**src/rtl/csa_mult_pkg.sv**
```systemverilog
package csa_mult_pkg;
    localparam int OP_W   = 6;
    localparam int PROD_W = 2 * OP_W;
    localparam int N_ROWS = OP_W;
    localparam int LAT    = 5;
    localparam logic [PROD_W-1:0] MAX_PROD = PROD_W'((2**OP_W - 1) * (2**OP_W - 1));

    typedef logic [PROD_W-1:0] row_t;
    typedef logic [N_ROWS-1:0][PROD_W-1:0] pp_rows_t;

    typedef struct packed {
        logic     vld;
        pp_rows_t rows;
    } st6_t;

    typedef struct packed {
        logic            vld;
        logic [3:0][PROD_W-1:0] rows;
    } st4_t;

    typedef struct packed {
        logic            vld;
        logic [2:0][PROD_W-1:0] rows;
    } st3_t;

    typedef struct packed {
        logic            vld;
        logic [1:0][PROD_W-1:0] rows;
    } st2_t;

    typedef struct packed {
        logic vld;
        row_t prod;
    } st_out_t;

    function automatic row_t add_rows3(row_t x, row_t y, row_t z);
        return row_t'(x + y + z);
    endfunction
endpackage

```
**src/rtl/csa_pp_gen.sv**
```systemverilog
module csa_pp_gen #(
    parameter int OP_W   = 6,
    parameter int PROD_W = 2 * OP_W
) (
    input  logic [OP_W-1:0]                mcand,
    input  logic [OP_W-1:0]                mplier,
    output logic [OP_W-1:0][PROD_W-1:0]    rows
);
    localparam int PAD_W = PROD_W - OP_W;

    for (genvar i = 0; i < OP_W; i++) begin : g_row
        logic [PROD_W-1:0] ext;
        assign ext     = {{PAD_W{1'b0}}, mcand};
        assign rows[i] = mplier[i] ? (ext << i) : '0;
    end
endmodule

```
**src/rtl/csa_compress32.sv**
```systemverilog
module csa_compress32 #(
    parameter int W = 12
) (
    input  logic [W-1:0] in_x,
    input  logic [W-1:0] in_y,
    input  logic [W-1:0] in_z,
    output logic [W-1:0] sum_o,
    output logic [W-1:0] cry_o
);
    logic [W-1:0] maj;

    for (genvar i = 0; i < W; i++) begin : g_bit
        assign sum_o[i] = in_x[i] ^ in_y[i] ^ in_z[i];
        assign maj[i]   = (in_x[i] & in_y[i]) | (in_x[i] & in_z[i]) | (in_y[i] & in_z[i]);
    end

    assign cry_o = {maj[W-2:0], 1'b0};
endmodule

```
**src/rtl/csa_ripple_add.sv**
```systemverilog
module csa_ripple_add #(
    parameter int W = 12
) (
    input  logic [W-1:0] in_x,
    input  logic [W-1:0] in_y,
    output logic [W-1:0] total
);
    logic [W:0] c;

    assign c[0] = 1'b0;
    for (genvar i = 0; i < W; i++) begin : g_fa
        assign total[i] = in_x[i] ^ in_y[i] ^ c[i];
        assign c[i+1]   = (in_x[i] & in_y[i]) | (c[i] & (in_x[i] ^ in_y[i]));
    end
endmodule

```
**src/rtl/csa_mult_pipe.sv**
```systemverilog
module csa_mult_pipe
    import csa_mult_pkg::*;
(
    input  logic              clk,
    input  logic              rst,
    input  logic              op_vld,
    input  logic [OP_W-1:0]   op_a,
    input  logic [OP_W-1:0]   op_b,
    output logic              res_vld,
    output logic [PROD_W-1:0] res_prod
);
    st6_t    s1_q;
    st4_t    s2_q;
    st3_t    s3_q;
    st2_t    s4_q;
    st_out_t s5_q;

    // Stage 1: shifted multiplicand rows
    pp_rows_t pp_d;
    csa_pp_gen #(.OP_W(OP_W), .PROD_W(PROD_W)) u_ppgen (
        .mcand (op_a),
        .mplier(op_b),
        .rows  (pp_d)
    );

    always_ff @(posedge clk) begin
        s1_q.rows <= pp_d;
        if (rst) s1_q.vld <= 1'b0;
        else     s1_q.vld <= op_vld;
    end

    // Stage 2: two compressors side by side, 6 rows -> 4
    row_t s2_sum_lo, s2_cry_lo, s2_sum_hi, s2_cry_hi;
    csa_compress32 #(.W(PROD_W)) u_csa2_lo (
        .in_x(s1_q.rows[0]), .in_y(s1_q.rows[1]), .in_z(s1_q.rows[2]),
        .sum_o(s2_sum_lo), .cry_o(s2_cry_lo)
    );
    csa_compress32 #(.W(PROD_W)) u_csa2_hi (
        .in_x(s1_q.rows[3]), .in_y(s1_q.rows[4]), .in_z(s1_q.rows[5]),
        .sum_o(s2_sum_hi), .cry_o(s2_cry_hi)
    );

    always_ff @(posedge clk) begin
        s2_q.rows <= {s2_cry_hi, s2_sum_hi, s2_cry_lo, s2_sum_lo};
        if (rst) s2_q.vld <= 1'b0;
        else     s2_q.vld <= s1_q.vld;
    end

    // Stage 3: one compressor, 4 rows -> 3 (fourth row passes through)
    row_t s3_sum, s3_cry;
    csa_compress32 #(.W(PROD_W)) u_csa3 (
        .in_x(s2_q.rows[0]), .in_y(s2_q.rows[1]), .in_z(s2_q.rows[2]),
        .sum_o(s3_sum), .cry_o(s3_cry)
    );

    always_ff @(posedge clk) begin
        s3_q.rows <= {s2_q.rows[3], s3_cry, s3_sum};
        if (rst) s3_q.vld <= 1'b0;
        else     s3_q.vld <= s2_q.vld;
    end

    // Stage 4: one compressor, 3 rows -> 2
    row_t s4_sum, s4_cry;
    csa_compress32 #(.W(PROD_W)) u_csa4 (
        .in_x(s3_q.rows[0]), .in_y(s3_q.rows[1]), .in_z(s3_q.rows[2]),
        .sum_o(s4_sum), .cry_o(s4_cry)
    );

    always_ff @(posedge clk) begin
        s4_q.rows <= {s4_cry, s4_sum};
        if (rst) s4_q.vld <= 1'b0;
        else     s4_q.vld <= s3_q.vld;
    end

    // Stage 5: the single carry-propagate add
    row_t s5_total;
    csa_ripple_add #(.W(PROD_W)) u_cpa (
        .in_x (s4_q.rows[0]),
        .in_y (s4_q.rows[1]),
        .total(s5_total)
    );

    always_ff @(posedge clk) begin
        s5_q.prod <= s5_total;
        if (rst) s5_q.vld <= 1'b0;
        else     s5_q.vld <= s4_q.vld;
    end

    assign res_vld  = s5_q.vld;
    assign res_prod = s5_q.prod;

    // Checks
    logic [2:0] since_rst;
    always_ff @(posedge clk) begin
        if (rst)                   since_rst <= '0;
        else if (since_rst != 3'd7) since_rst <= since_rst + 3'd1;
    end

    assert_reset_clears_R1: assert property (@(posedge clk)
        $past(rst) |-> !res_vld);

    assert_latency_R2: assert property (@(posedge clk) disable iff (rst)
        (since_rst >= 3'(LAT)) |-> (res_vld == $past(op_vld, 5)));

    assert_stage1_rows_R3: assert property (@(posedge clk) disable iff (rst)
        s1_q.vld |-> (row_t'(s1_q.rows[0] + s1_q.rows[1] + s1_q.rows[2] +
                              s1_q.rows[3] + s1_q.rows[4] + s1_q.rows[5])
                      == row_t'($past(op_a) * $past(op_b))));

    assert_stage3_keeps_sum_R3: assert property (@(posedge clk) disable iff (rst)
        s3_q.vld |-> (add_rows3(s3_q.rows[0], s3_q.rows[1], s3_q.rows[2])
                      == row_t'($past(s2_q.rows[0]) + $past(s2_q.rows[1]) +
                                $past(s2_q.rows[2]) + $past(s2_q.rows[3]))));

    assert_stage4_keeps_sum_R3: assert property (@(posedge clk) disable iff (rst)
        s4_q.vld |-> (row_t'(s4_q.rows[0] + s4_q.rows[1]) ==
                      $past(add_rows3(s3_q.rows[0], s3_q.rows[1], s3_q.rows[2]))));

    assert_no_overflow_R5: assert property (@(posedge clk) disable iff (rst)
        res_vld |-> (res_prod <= MAX_PROD));
endmodule

```
**config.mk**
```make
export PLATFORM = sky130hd
export DESIGN_NAME = csa_mult_pipe
export DESIGN_NICKNAME = d
export VERILOG_FILES = /design/src/rtl/csa_mult_pkg.sv /design/src/rtl/csa_pp_gen.sv /design/src/rtl/csa_compress32.sv /design/src/rtl/csa_ripple_add.sv /design/src/rtl/csa_mult_pipe.sv
export SDC_FILE = /design/constraint.sdc
export NUM_CORES = 1
export LEC_CHECK = 0
export BUFFER_PORTS_ARGS = -buffer_cell sky130_fd_sc_hd__buf_2
export CAP_MARGIN = 20
export CORE_UTILIZATION = 40
export DETAILED_ROUTE_END_ITERATION = 16
export PLACE_DENSITY = 0.66
export RECOVER_POWER = 50
export SETUP_SLACK_MARGIN = 0.05
export SYNTH_ARGS = -nofsm -noshare
export SYNTH_HDL_FRONTEND = slang
export SYNTH_SLANG_ARGS = --single-unit
```
**constraint.sdc**
```tcl
create_clock -name clk -period 3.2 [get_ports clk]
set_input_delay 0.48 -clock clk [delete_from_list [all_inputs] [get_ports clk]]
set_output_delay 0.48 -clock clk [all_outputs]
set_load 0.01 [all_outputs]
```
## Word level (Yosys, flattened, before mapping)

Index checks and enable logic that the tools add are counted.

- Register bits: 192
- Input port bits: 15
- Word-level logic and storage cells: 380

- Bitwise gates (word level): 353

Operators by type and width:

| operator | count |
|---|---|
| AND 1 bit | 146 |
| bitwise XOR 1 bit | 114 |
| OR 1 bit | 93 |

## Longest topological paths before layout

- Depth in word-level cells: 20
- Gate-level depth with buffers: 9
- Mapped depth without buffers: 9

## Cells and area by module

A second synthesis with hierarchy kept.

- Cell total of the unflattened synthesis: 348
- Area total of the unflattened synthesis: 5750.5 um^2

Modules (own cells, without submodules):

| module | instances | cells an instance | area an instance (um^2) | seq. area each (um^2) |
|---|---|---|---|---|
| csa_mult_pipe | 1 | 202 | 3975.1 | 3943.8 |
| csa_compress32 | 4 | 14 | 255.2 | 0.0 |
| csa_pp_gen | 1 | 73 | 499.2 | 0.0 |
| csa_ripple_add | 1 | 17 | 255.2 | 0.0 |

## Least setup slack after synthesis

Ideal clock, no wire load.

- Path type: flip-flop to flip-flop
- Start: register s4_q[4] (netlist name)
- End: register s5_q, in the netlist res_prod[10]
- Library setup time: 0.057 ns
- Data arrival time: 2.846 ns
- Data required time: 3.143 ns
- Slack: 0.296 ns
- Cell stages (with the launch flop): 10
- Buffers on the path: 0
- Clock period less this slack: 2.904 ns
- Cell sequence: dfxtp_1 > ha_1 > fa_1 > fa_1 > fa_1 > fa_1 > fa_1 > inv_1 > fa_1 > inv_1

- Longest elaborated chain between the ends: 14
- Elaborated cells on any way between the ends: 15

RTL lines:

| what | line | RTL |
|---|---|---|
| start, declared | csa_mult_pipe.sv:15 | `st2_t s4_q;` |
| bitwise XOR 1 bit | csa_ripple_add.sv:13 | `assign c[i+1] = (in_x[i] & in_y[i]) \| (c[i] & (in_x[i] ^ in_y[i]));` |
| AND 1 bit | csa_ripple_add.sv:13 |  |
| OR 1 bit * | csa_ripple_add.sv:13 |  |
| AND 1 bit * | csa_ripple_add.sv:13 |  |
| OR 1 bit * | csa_ripple_add.sv:13 |  |
| AND 1 bit * | csa_ripple_add.sv:13 |  |
| OR 1 bit * | csa_ripple_add.sv:13 |  |
| AND 1 bit * | csa_ripple_add.sv:13 |  |
| OR 1 bit * | csa_ripple_add.sv:13 |  |
| AND 1 bit * | csa_ripple_add.sv:13 |  |
| OR 1 bit * | csa_ripple_add.sv:13 |  |
| AND 1 bit * | csa_ripple_add.sv:13 |  |
| OR 1 bit * | csa_ripple_add.sv:13 |  |
| bitwise XOR 1 bit * | csa_ripple_add.sv:12 | `assign total[i] = in_x[i] ^ in_y[i] ^ c[i];` |
| via s5_total[10] | csa_mult_pipe.sv:76 | `row_t s5_total;` |
| end, declared | csa_mult_pipe.sv:16 | `st_out_t s5_q;` |

The timed path passes the listed nets; every way through them passes the cells marked *.
A chain may end at the register's enable or synchronous reset.

## Final worst setup path

Ends and elaborated chain as after synthesis.

==> flow_metrics.py <==
metrics = {
    "outcome": {
        "status": "complete, no violations",
    },
    "clock_tree": {
        "cts-resized-gates": 0,
        "numCtsBuffers": 17,
        "cts.sinks": 123,
        "holdBufCountCts": 0,
        "clk_latency_ns": 0.49,
        "ctsHtreeMaxLevel": 4,
        "path_clk_slew_ns": 0.05,
        "clockRootBuffer": "clkbuf_8",
        "clockBufferDepth": 2,
        "cts_tree": "built",
        "cts_setup_buffers": 0,
    },
    "finish": {
        "fillers": 637,
        "multi_input_area_um2": 851,
        "drive_gt1_frac": 0.169,
        "nets": 296,
        "n_antenna_cell": 0,
        "fin_area_mm2": 0.00420,
        "area.growth.synth_to_final_pct": 26.1,
        "seq_area_mm2": 0.00246,
    },
    "synthesis": {
        "yosysTopAreaCell": "dfxtp_1",
        "synth.most_common_cell": "dfxtp_1",
        "syn_area_mm2": 0.00333,
        "ys.flop_type": "dfxtp_1",
        "synth.avg_cell_area_um2": 16.5,
        "synthArstFlopShare": 0,
        "yosysUniqueCellTypes": 7,
        "ys_seq_elements": 123,
        "ys_top_cells_by_count": "dfxtp_1, and2_1, fa_1",
        "synthCells": 202,
        "yosysSeqAreaShare": 0.740,
        "synth_area_leaders": "dfxtp_1, fa_1, and2_1",
        "synth_edf_count": 0,
        "synth_nets": 250,
        "synth_top_area_share": 0.740,
        "yosys_warnings": 0,
    },
    "power_and_ir_drop": {
        "ir_worst_vdd_uv": 497,
        "pwr-share-comb": 0.053,
        "p_int_uw": 3190,
        "powerDensity_mw_per_mm2": 944,
        "swShare": 0.196,
        "pwr-share-clk": 0.489,
        "p_seq_frac": 0.458,
        "p_sw_uw": 777,
        "p_leak_uw": 0.00182,
    },
    "die": {
        "rows": 32,
        "core_area_mm2": 0.00789,
        "dieArea_mm2": 0.00869,
        "start_util": 0.422,
        "die-height_um": 93.2,
        "die_w_um": 93.2,
        "pin_count": 28,
    },
    "placement": {
        "port_buffers": 27,
        "post_dp_cell_area_mm2": 0.00359,
        "gp_congestion": 0.746,
        "hpwl_mm": 2.55,
    },
    "min_path": {
        "min_path_cells": 2,
        "holdPathEnd": "s1_q[72]",
        "hp-start": "op_vld",
        "hold_class": "primary input to flip-flop",
    },
    "route": {
        "via_per_inst": 4.01,
        "drt_iter0_drc": 49,
        "drc_errors": 0,
        "vias": 1457,
        "firstDrtPassIters": 4,
        "wl_mm": 3.99,
        "ant_nets": 0,
        "wire_per_inst_um": 11.0,
    },
    "worst_setup_path": {
        "worstSetupPathType": "flip-flop to flip-flop",
        "arrival_ns": 3.44,
        "r2r-start": "s4_q[4]",
        "worstPathMaxFanout": 1,
        "cp-start-kind": "flip-flop",
        "r2r_cells": 9,
        "crit_path_end_kind": "flip-flop",
        "regToRegSetupSlack_ns": 0.19,
        "cp.required_ns": 3.64,
        "worstReg2RegEnd": "res_prod[10]",
    },
    "global_route": {
        "grt_pass1_wl_mm": 6.58,
        "grt_start_max_net_pins": 17,
        "grt_antenna_before_repair": 0,
        "overflow": 0,
        "grtUsageTotal": 0.110,
        "grt_pass1_vias": 1423,
    },
    "timing": {
        "setup_tns_ns": 0,
        "min_period_ns": 3.01,
        "max_slew.worst_pin.slew_ns": 0.274,
        "hold_viol_final": 0,
        "slew_viol_final": 0,
        "clock-skew-final_ns": 0.00756,
        "setup_viol": 0,
        "finalCritPeriodShare": 0.939,
        "maxSlewHeadroom": 0.817,
        "fmax_ghz": 0.333,
        "rsz0062_at_grt": "false",
    },
    "job": {
        "timing.max_cap.violations": 0,
    },
}
[power groups by stage]
stage	clock, µW	sequential, µW	combinational [µW]
2_1_floorplan	0	1870	81.8
3_3_place_gp	0	1840	214
3_5_place_dp	0	1850	220
4_1_cts	1980	1820	225
5_1_grt	2060	1840	256
6_report	1940	1810	212
[through the flow]
step | util | setup slack [ns] | std cells | hold slack (ns) | power [µW]
finish | 0.532 | 0.194 | 363 | 0.217 | 3960
global route | 0.532 | 0.104 | 363 | 0.212 | 4160
CTS | 0.534 | 0.155 | 363 | 0.171 | 4020
detailed placement | 0.455 | 0.173 | 331 | 0.312 | 2070
global placement | 0.455 | 0.221 | 331 | 0.311 | 2060
floorplan | - | 0.296 | 202 | 0.310 | 1950
[worst max-delay path by stage]
stage                 start           end  depth (start not counted)
finish              s4_q[4]  res_prod[10]                          9
CTS                 s4_q[4]  res_prod[10]                          9
floorplan           s4_q[4]  res_prod[10]                          9
global placement    s4_q[4]  res_prod[10]                          9
detailed placement  s4_q[4]  res_prod[10]                          9
global route        s4_q[4]  res_prod[10]                          9
[per-layer routing]
metal  track usage  up-vias  routed length (µm)
met5             0        -                   0
met4        0.0731        0                  74
met3        0.0683        5                 191
met2         0.161       39                1890
met1         0.118      696                1840
li1              -      717                   -
[placed cells by master, fill, tap and decap left out, drive strengths merged]
cell type and n:
clkinv 3, clkbuf 36, nor2b 5, inv 4, buf 16, fa 23, ha 10, bufinv 4
and2 36, dfxtp 123, xnor2 1
[cells by family after synthesis]
kind of cell,count (synthesis),share of synthesized area
flops,123,0.740
simple gates,41,0.0771
buf+inv,4,0.00451
xor+xnor,1,0.00263
fa+ha+maj,33,0.176
[registers in the layout, summed over array words and instances, names as in the netlist]
register	count
s1_q	37
s2_q	29
s3_q	24
s4_q	20
res_prod	12
res_vld	1
[worst max-delay path: stages (launching register included)]
cell and delay [ns]:
dfxtp_1 0.30, ha_1 0.20, fa_1 0.38, fa_1 0.39, fa_1 0.39, fa_1 0.39, fa_1 0.36, inv_1 0.07
fa_1 0.40, inv_1 0.06
[area by class of cell]
cell class	count	area share
clock buffers	25	0.115
clock inverters	7	0.0322
inverters	4	0.00358
multi-input cells	75	0.203
flip-flops and latches	123	0.587
well taps	102	0.0304
repair buffers	27	0.0289
No activity file was read; power rests on OpenSTA's default activity.
